[config.mk]
export PLATFORM = sky130hd
export DESIGN_NAME = pio_mux_port
export DESIGN_NICKNAME = d
export VERILOG_FILES = /design/src/rtl/pio_pkg.sv /design/src/rtl/pio_sync.sv /design/src/rtl/pio_strobe_cap.sv /design/src/rtl/pio_regs.sv /design/src/rtl/pio_pin_mux.sv /design/src/rtl/pio_mux_port.sv
export SDC_FILE = /design/constraint.sdc
export NUM_CORES = 1
export LEC_CHECK = 0
export ABC_AREA = 1
export ABC_CLOCK_PERIOD_IN_PS = 1200
export BUFFER_PORTS_ARGS = -buffer_cell sky130_fd_sc_hd__buf_2
export CORE_UTILIZATION = 47
export CTS_CLUSTER_SIZE = 20
export DETAILED_ROUTE_END_ITERATION = 7
export PLACE_DENSITY = 0.81
export SLEW_MARGIN = 5
export SYNTH_ARGS = -nofsm -noshare
export SYNTH_HDL_FRONTEND = slang
export SYNTH_SLANG_ARGS = --single-unit
[constraint.sdc]
create_clock -name clk -period 1.2 [get_ports clk]
set_input_delay 0.12 -clock clk [delete_from_list [all_inputs] [get_ports clk]]
set_output_delay 0.12 -clock clk [all_outputs]
set_load 0.01 [all_outputs]
[src/rtl/pio_pkg.sv]
package pio_pkg;
  typedef enum logic [2:0] {
    A_DATA  = 3'd0,
    A_DIR   = 3'd1,
    A_CTRL  = 3'd2,
    A_LATCH = 3'd3,
    A_PINS  = 3'd4
  } reg_addr_e;

  localparam int CB_OD  = 0;
  localparam int CB_NEG = 1;
  localparam int CB_EXP = 2;
endpackage

[src/rtl/pio_sync.sv]
module pio_sync #(
  parameter int W      = 1,
  parameter int STAGES = 2
) (
  input  logic         clk,
  input  logic         rst,
  input  logic [W-1:0] d,
  output logic [W-1:0] q
);
  logic [W-1:0] st [STAGES];

  always_ff @(posedge clk) begin
    if (rst) st[0] <= '0;
    else     st[0] <= d;
  end

  for (genvar i = 1; i < STAGES; i++) begin : g_stage
    always_ff @(posedge clk) begin
      if (rst) st[i] <= '0;
      else     st[i] <= st[i-1];
    end
  end

  assign q = st[STAGES-1];
endmodule

[src/rtl/pio_strobe_cap.sv]
module pio_strobe_cap #(
  parameter int W = 8
) (
  input  logic         clk,
  input  logic         rst,
  input  logic         strobe_s,
  input  logic         neg_sel,
  input  logic [W-1:0] pins_s,
  input  logic         clr,
  output logic [W-1:0] latch_q,
  output logic         flag_q,
  output logic         hs_out
);
  logic prev;
  logic cap;

  assign cap = neg_sel ? (prev & ~strobe_s) : (strobe_s & ~prev);

  always_ff @(posedge clk) begin
    if (rst) begin
      prev    <= 1'b0;
      latch_q <= '0;
      flag_q  <= 1'b0;
      hs_out  <= 1'b0;
    end else begin
      prev   <= strobe_s;
      hs_out <= cap;
      if (cap) begin
        latch_q <= pins_s;
        flag_q  <= 1'b1;
      end else if (clr) begin
        flag_q  <= 1'b0;
      end
    end
  end

  assert_hs_single_R7: assert property (@(posedge clk) disable iff (rst)
    hs_out |=> !hs_out);
  assert_flag_on_capture_R6: assert property (@(posedge clk) disable iff (rst)
    hs_out |-> flag_q);
endmodule

[src/rtl/pio_regs.sv]
module pio_regs
  import pio_pkg::*;
#(
  parameter int W  = 8,
  parameter int AW = 3
) (
  input  logic          clk,
  input  logic          rst,
  input  logic          we,
  input  logic          re,
  input  logic [AW-1:0] addr,
  input  logic [W-1:0]  wdata,
  input  logic [W-1:0]  latch_q,
  input  logic          flag_q,
  input  logic [W-1:0]  pins_s,
  output logic [W-1:0]  data_q,
  output logic [W-1:0]  dir_q,
  output logic          od,
  output logic          neg,
  output logic          exp,
  output logic          clr_latch,
  output logic [W-1:0]  rdata
);
  logic [W-1:0] ctrl_view;

  always_comb begin
    ctrl_view         = '0;
    ctrl_view[CB_OD]  = od;
    ctrl_view[CB_NEG] = neg;
    ctrl_view[CB_EXP] = exp;
    ctrl_view[W-1]    = flag_q;
  end

  assign clr_latch = re && (addr == A_LATCH);

  always_ff @(posedge clk) begin
    if (rst) begin
      data_q <= '0;
      dir_q  <= '0;
      od     <= 1'b0;
      neg    <= 1'b0;
      exp    <= 1'b0;
      rdata  <= '0;
    end else begin
      if (we) begin
        case (addr)
          A_DATA: data_q <= wdata;
          A_DIR:  dir_q  <= wdata;
          A_CTRL: begin
            od  <= wdata[CB_OD];
            neg <= wdata[CB_NEG];
            exp <= wdata[CB_EXP];
          end
          default: ;
        endcase
      end
      if (re) begin
        case (addr)
          A_DATA:  rdata <= data_q;
          A_DIR:   rdata <= dir_q;
          A_CTRL:  rdata <= ctrl_view;
          A_LATCH: rdata <= latch_q;
          A_PINS:  rdata <= pins_s;
          default: rdata <= '0;
        endcase
      end
    end
  end

  assert_reset_rdata_R1: assert property (@(posedge clk) disable iff (rst)
    $past(rst) |-> (rdata == '0));
endmodule

[src/rtl/pio_pin_mux.sv]
module pio_pin_mux #(
  parameter int W = 8
) (
  input  logic         clk,
  input  logic         rst,
  input  logic         exp,
  input  logic         od,
  input  logic [W-1:0] dir_q,
  input  logic [W-1:0] data_q,
  input  logic         bus_e,
  input  logic         bus_rw,
  input  logic [W-1:0] addr_lo,
  input  logic [W-1:0] bus_wdata,
  input  logic [W-1:0] pin_i,
  output logic [W-1:0] pin_o,
  output logic [W-1:0] pin_oe,
  output logic [W-1:0] bus_rdata
);
  always_ff @(posedge clk) begin
    if (rst) begin
      pin_o     <= '0;
      pin_oe    <= '0;
      bus_rdata <= '0;
    end else if (exp) begin
      if (!bus_e) begin
        pin_o  <= addr_lo;
        pin_oe <= '1;
      end else if (!bus_rw) begin
        pin_o  <= bus_wdata;
        pin_oe <= '1;
      end else begin
        pin_oe    <= '0;
        bus_rdata <= pin_i;
      end
    end else begin
      pin_o  <= data_q;
      pin_oe <= od ? (dir_q & ~data_q) : dir_q;
    end
  end

  assert_od_no_high_R3: assert property (@(posedge clk) disable iff (rst)
    $past(!exp && od) |-> ((pin_oe & pin_o) == '0));
  assert_read_float_R10: assert property (@(posedge clk) disable iff (rst)
    $past(exp && bus_e && bus_rw) |-> (pin_oe == '0));
endmodule

[src/rtl/pio_mux_port.sv]
module pio_mux_port #(
  parameter int W           = 8,
  parameter int AW          = 3,
  parameter int SYNC_STAGES = 2
) (
  input  logic          clk,
  input  logic          rst,
  input  logic          reg_we,
  input  logic          reg_re,
  input  logic [AW-1:0] reg_addr,
  input  logic [W-1:0]  reg_wdata,
  output logic [W-1:0]  reg_rdata,
  input  logic          strobe_in,
  output logic          hs_out,
  input  logic          bus_e,
  input  logic          bus_rw,
  input  logic [W-1:0]  addr_lo,
  input  logic [W-1:0]  bus_wdata,
  output logic [W-1:0]  bus_rdata,
  output logic [W-1:0]  pin_o,
  output logic [W-1:0]  pin_oe,
  input  logic [W-1:0]  pin_i
);
  logic         strobe_s;
  logic [W-1:0] pins_s;
  logic [W-1:0] latch_q;
  logic         flag_q;
  logic         clr_latch;
  logic [W-1:0] data_q;
  logic [W-1:0] dir_q;
  logic         od, neg, exp;

  pio_sync #(.W(1), .STAGES(SYNC_STAGES)) u_sync_stb (
    .clk(clk), .rst(rst), .d(strobe_in), .q(strobe_s)
  );

  pio_sync #(.W(W), .STAGES(SYNC_STAGES)) u_sync_pin (
    .clk(clk), .rst(rst), .d(pin_i), .q(pins_s)
  );

  pio_strobe_cap #(.W(W)) u_cap (
    .clk(clk), .rst(rst), .strobe_s(strobe_s), .neg_sel(neg),
    .pins_s(pins_s), .clr(clr_latch), .latch_q(latch_q),
    .flag_q(flag_q), .hs_out(hs_out)
  );

  pio_regs #(.W(W), .AW(AW)) u_regs (
    .clk(clk), .rst(rst), .we(reg_we), .re(reg_re), .addr(reg_addr),
    .wdata(reg_wdata), .latch_q(latch_q), .flag_q(flag_q),
    .pins_s(pins_s), .data_q(data_q), .dir_q(dir_q), .od(od),
    .neg(neg), .exp(exp), .clr_latch(clr_latch), .rdata(reg_rdata)
  );

  pio_pin_mux #(.W(W)) u_mux (
    .clk(clk), .rst(rst), .exp(exp), .od(od), .dir_q(dir_q),
    .data_q(data_q), .bus_e(bus_e), .bus_rw(bus_rw), .addr_lo(addr_lo),
    .bus_wdata(bus_wdata), .pin_i(pin_i), .pin_o(pin_o),
    .pin_oe(pin_oe), .bus_rdata(bus_rdata)
  );
endmodule

==> impl_metrics.toml, run 1 <==
[synth]
yosys_warnings = 0
synth_edf_count = 0
syn_area_um2 = 3110
syn-num-nets = 453
ys_ff_latch = 80
synth_top_flop_cell = "dfxtp_1"
synth_cell_types = 27
syn_inst = 411
ys_seq_area_frac = 0.515
async_reset_ff_frac = 0
avgSynthCellArea_um2 = 7.57

[worst_setup_path]
crit_top_cell = "nor2_1"
max_stage_delay_ps = 300
cp_slowest_cell = "dfxtp_1"
cp-end-kind = "register"
critPathArrivalTime_ps = 1340
cp_top_family = "flip-flops"
cp_num_buf_inv = 2
path_class = "register to register"
crit_required_ps = 1450
crit_fanout = 9
critical_path.cell_chain = "inv_1 > nor2_1 > nand2_1 > nand2_2 > buf_4 > o21ai_0 > nor2_1"
startpoint_type = "register"

[clocking]
cts.clk_slew.worst_paths_ps = 80
clk_latency_ps = 360
cts_setup_buffers = 0
clock_sinks = 80
root_buffer = "clkbuf_8"
cts_tree = "yes"
htreeDepth = 3
clockBufferDepth = 2
cts_made_buffers = 9

[cells_and_area]
finish.utilization = 0.626
area_delta_synth_final_pct = 28.5
drive_gt1_frac = 0.254
ff_latch_area_um2 = 1600
nFillCells = 545
layout.nets = 553
antenna_cells = 0
multiInputGateArea_um2 = 1250

[place]
portBuffers = 74
hpwl_um = 5360
gp_congestion = 0.950

[hold_path]
min_path_type = "input port to register"

[die]
die_x_um = 83.4
die_area_um2 = 6950
rows = 29
initial_core_util = 0.487
core_um2 = 6390
ios = 75
fp.dieH_um = 83.4

[detailed_routing]
ant_nets = 0
vias = 2990
dr_wl_met3_um = 479
wl_um = 7540
drtPass1Iterations = 5
drt_iter0_drc = 198
dr_wl_met2_um = 3630
wl_per_cell_um = 12.7
top_layer = "met4"
drc = 0
viasPerCell = 5.04
wl_met1_um = 3280

[timing]
finalCritPeriodShare = 0.912
skew_ps = 10.9
tightest_slew_ps = 680
finalHoldViolations = 0
max_slew_margin = 0.545
holdWs_ps = 30.3
finalSetupViolations = 0
slew_viol_final = 0
fmax_mhz = 914
rsz0062_at_grt = "yes"
fin_crit_ps = 1090

[global_route]
grt_max_degree = 47
grt_pass1_wl_um = 12600
grt_usage = 0.229
grt_overflow_total = 0
grt_antenna_before_repair = 0
grt_pass1_vias = 2721

[power]
internal-power_w = 0.00415
seq_power_share = 0.508
leakagePower_nw = 1.86
ir_drop_v = 0.000816
p_clk_frac = 0.406
swShare = 0.247
p_total_w = 0.00551
p_per_area_nw_per_um2 = 1380
combinationalPowerShare = 0.086
power.switching_w = 0.00136

[run_status]
status = "complete, no violations"

[flow_run]
cap_violations = 0
## cells in the mapped netlist (3+ instances only)
cell	number	area (um2)
a21oi_1	43	215
a22oi_1	5	37.5
a31oi_1	3	18.8
buf_1	3	11.3
buf_4	3	22.5
clkbuf_1	8	30.0
dfxtp_1	80	1600
inv_1	44	165
mux2_2	5	56.3
nand2_1	69	259
nand3_1	34	170
nor2_1	58	218
o21ai_0	39	195
## state kept, by name, summed over array words and instances, names as in the netlist, 2 cells and up
name             flops
u_mux.bus_rdata      8
u_mux.pin_oe         8
u_sync_pin.st       16
u_regs.rdata         8
u_sync_stb.st        2
u_regs.dir_q         8
u_regs.data_q        8
u_cap.latch_q        8
u_mux.pin_o          8
## power by group through the flow
| stage | clock network (W) | registers (W) | logic [W] |
|---|---|---|---|
| after floorplan | 0 | 0.00286 | 0.000244 |
| after global placement | 0 | 0.00286 | 0.000431 |
| after detailed placement | 0 | 0.00286 | 0.000444 |
| after CTS | 0.00226 | 0.00280 | 0.000469 |
| after global routing | 0.00238 | 0.00281 | 0.000533 |
| final | 0.00223 | 0.00280 | 0.000476 |
## worst paths after layout
kind	from	to	slack (ps)	cells after the start
max	u_sync_stb.st[1]	u_cap.latch_q[2]	110	7
max reg2reg	u_sync_stb.st[1]	u_cap.latch_q[2]	110	7
min reg2reg	u_sync_pin.st[0][7]	u_sync_pin.st[1][7]	400	2
min	reg_wdata[6]	u_regs.dir_q[6]	30	3
## per-layer routing
layer  track usage  up-vias
met5             0        -
met3        0.0517       13
li1              -     1526
met4        0.0940        0
met2         0.380      104
met1         0.287     1347
## worst min-delay path: cells and delay by family
| kind | cells | cell delay, ps |
|---|---|---|
| buffers and inverters | 1 | 80 |
| AO/OA/AOI/OAI | 1 | 70 |
| AND/OR/NAND/NOR | 1 | 70 |
## layout by cell type, fill, tap and decap left out, drive strengths merged, types with 4 or more instances in the layout
cell         count
dlygate4sd3      9
nand3           35
clkbuf           9
a22oi            5
clkinv           4
nand2           70
a21oi           44
dfxtp           80
buf             97
inv             47
nor2            60
o21ai           41
mux2             5
## logic make-up (layout without fill, tap and decap cells)
kind of cell	count (synthesis)	in the layout	share of synthesized area
simple gates	166	166	0.221
mux	5	5	0.0181
flops	80	80	0.515
compound gates	95	95	0.161
buf+inv	65	170	0.0856
## cell type report
class | instances | share of cell area
flip-flops and latches | 80 | 0.401
clock inverters | 7 | 0.0260
well taps | 77 | 0.0241
repair inverters | 1 | 0.00188
repair buffers | 106 | 0.158
multi-input cells | 266 | 0.312
inverters | 47 | 0.0454
clock buffers | 9 | 0.0310
## metrics by stage
step / worst slack [ps] / TNS (ps) / area [um2] / std cells
2_1_floorplan: 54.0 / 0 / 3110 / 411
3_3_place_gp: -77.1 / -741 / 3660 / 567
3_5_place_dp: -128 / -1380 / 3660 / 567
4_1_cts: 52.5 / 0 / 3980 / 592
5_1_grt: -4.55 / -9.91 / 4000 / 593
6_report: 105 / 0 / 4000 / 593
## repair_timing
item / CTS / global route
gates resized for setup: 1 / 6
hold endpoints to repair: 9 / 0
gates cloned: 0 / 1
endpoints found under the setup margin: 8 / 17
hold buffers: 9 / 0
No activity file was read; power rests on OpenSTA's default activity.
==> run 2, diff against run 1 <==
--- a/config.mk
+++ b/config.mk
@@ -12,6 +12,7 @@
 export CTS_CLUSTER_SIZE = 20
 export DETAILED_ROUTE_END_ITERATION = 7
 export PLACE_DENSITY = 0.81
+export REMOVE_ABC_BUFFERS = 1
 export SLEW_MARGIN = 5
 export SYNTH_ARGS = -nofsm -noshare
 export SYNTH_HDL_FRONTEND = slang
==> run 2 against run 1 <==
Final cell count is 0.51% lower. Cell area shrank 0.78%. Power decreased by 1.3%. Worst setup slack worse by 11 ps. Clock skew shrank 1.4 ps. Critical path type unchanged. Combinational power about the same. Global-route usage is 0.43 points lower. Via count is 0.27% lower. Utilization down 0.49 points. Wire length is 0.91% lower. Register-to-register slack about the same. First-iteration DRC count is 18% higher.
==> impl_metrics.toml, run 2 (same netlist as run 1, synthesis figures left out) <==
[run_status]
status = "complete, no violations"

[die]
core_um2 = 6390
die_x_um = 83.4
initial_core_util = 0.487
ios = 75
die_area_um2 = 6950
rows = 29
fp.dieH_um = 83.4

[global_route]
grt_antenna_before_repair = 0
grt_usage = 0.225
grt_max_degree = 47
grt_pass1_vias = 2810
grt_pass1_wl_um = 12600
grt_overflow_total = 0

[power]
combinationalPowerShare = 0.088
ir_drop_v = 0.00124
internal-power_w = 0.00412
p_per_area_nw_per_um2 = 1370
p_clk_frac = 0.398
seq_power_share = 0.514
leakagePower_nw = 1.83
power.switching_w = 0.00132
p_total_w = 0.00544
swShare = 0.242

[cells_and_area]
nFillCells = 567
largest_reg_flops = 16
top_register = "u_sync_pin.st"
antenna_cells = 0
area_delta_synth_final_pct = 27.5
mostFrequentLayoutCell = "dfxtp_1"
layout.nets = 551
drive_gt1_frac = 0.244
final_cell_mix = "79 x dfxtp_1, 74 x buf_2, 68 x nand2_1"
finish.utilization = 0.621

[clocking]
clk_latency_ps = 350
cts.clk_slew.worst_paths_ps = 80
cts_tree = "yes"
clock_sinks = 80
htreeDepth = 3
cts_made_buffers = 9
clockBufferDepth = 2
root_buffer = "clkbuf_8"

[hold_path]
min_path_type = "input port to register"
hold_path_depth = 3

[worst_setup_path]
crit_fanout = 4
path_class = "register to register"
cp_slowest_cell = "dfxtp_1"
startpoint_type = "register"
cp_top_family = "flip-flops"
cp_num_buf_inv = 2
critPathArrivalTime_ps = 1390
rr_worst_depth = 5
critical_path.cell_chain = "clkinv_1 > a21oi_2 > buf_4 > nand2_1 > a31oi_1"
crit_required_ps = 1480
cp-end-kind = "register"
worst-path-stages = 5
max_stage_delay_ps = 380

[timing]
max_slew_margin = 0.694
finalSetupViolations = 0
finalHoldViolations = 0
slew_viol_final = 0
fin_crit_ps = 1110
tns_ps = 0
skew_ps = 9.44
fin_ws_ps = 94.5
finalCritPeriodShare = 0.921
tightest_slew_ps = 459
fmax_mhz = 905

[detailed_routing]
dr_wl_met2_um = 3570
drtPass1Iterations = 5
top_layer = "met4"
viasPerCell = 5.05
drt_iter0_drc = 234
drc = 0
wl_um = 7470
wl_met1_um = 3330
vias = 2982
ant_nets = 0
wl_per_cell_um = 12.7
dr_wl_met3_um = 495

[place]
dp_worst_setup_slack_ps = -64.3
gp_congestion = 0.856
hpwl_um = 5340
portBuffers = 74

[flow_run]
cap_violations = 0
run 2: cell types whose count changed in the layout (fill, tap and decap cells not counted), sizes merged:
cell	delta
buf	-2
clkinv	-2
clkinvlp	+2
inv	-1
run 2: worst paths after layout:
check	startpoint	end	slack [ps]
worst min-delay path	addr_lo[7]	u_mux.pin_o[7]	60
worst max register to register	u_regs.exp	u_mux.pin_o[2]	90
worst min register to register	u_sync_pin.st[0][2]	u_sync_pin.st[1][2]	400
worst max-delay path	u_regs.exp	u_mux.pin_o[2]	90
run 2: per-stage QoR:
step / cells / instance area, um2 / hold WS [ps]
after global routing: 590 / 3970 / 66.6
after detailed placement: 563 / 3630 / 330
after global placement: 563 / 3630 / 331
after CTS: 587 / 3940 / 59.4
after floorplan: 393 / 3020 / 189
final: 590 / 3970 / 64.6
run 2: repair_timing:
action	CTS	global route
hold buffers	9	0
hold endpoints to repair	9	0
resized for setup	0	5
endpoints found under the setup margin	0	9
setup buffers	0	2
run 2: cell type report:
type | count | area, um2 | area share
multi-input combinational | 266 | 1250 | 0.314
sequential | 80 | 1600 | 0.404
inverter | 47 | 180 | 0.0454
clock buffer | 9 | 124 | 0.0312
tap | 77 | 96.3 | 0.0243
timing repair buffer | 104 | 618 | 0.156
timing repair inverter | 1 | 7.51 | 0.00189
clock inverter | 6 | 92.6 | 0.0233
run 2: worst reg2reg max path: cells and delay by family (launching register included):
kind	cells	cell delay, ps
simple gates	1	50
compound gates	2	330
flops	1	380
buf+inv	2	290
run 2: metal layers:
layer	up-vias	track usage
met5	-	0
met4	0	0.0690
met3	9	0.0586
met2	112	0.376
met1	1337	0.283
li1	1524	-
run 2: power by group through the flow:
stage                     Clock [W]  Combinational (W)  Sequential, W
final                       0.00217           0.000477        0.00280
after global routing        0.00230           0.000532        0.00281
after CTS                   0.00219           0.000466        0.00280
after detailed placement          0           0.000441        0.00286
after global placement            0           0.000427        0.00285
after floorplan                   0           0.000194        0.00286
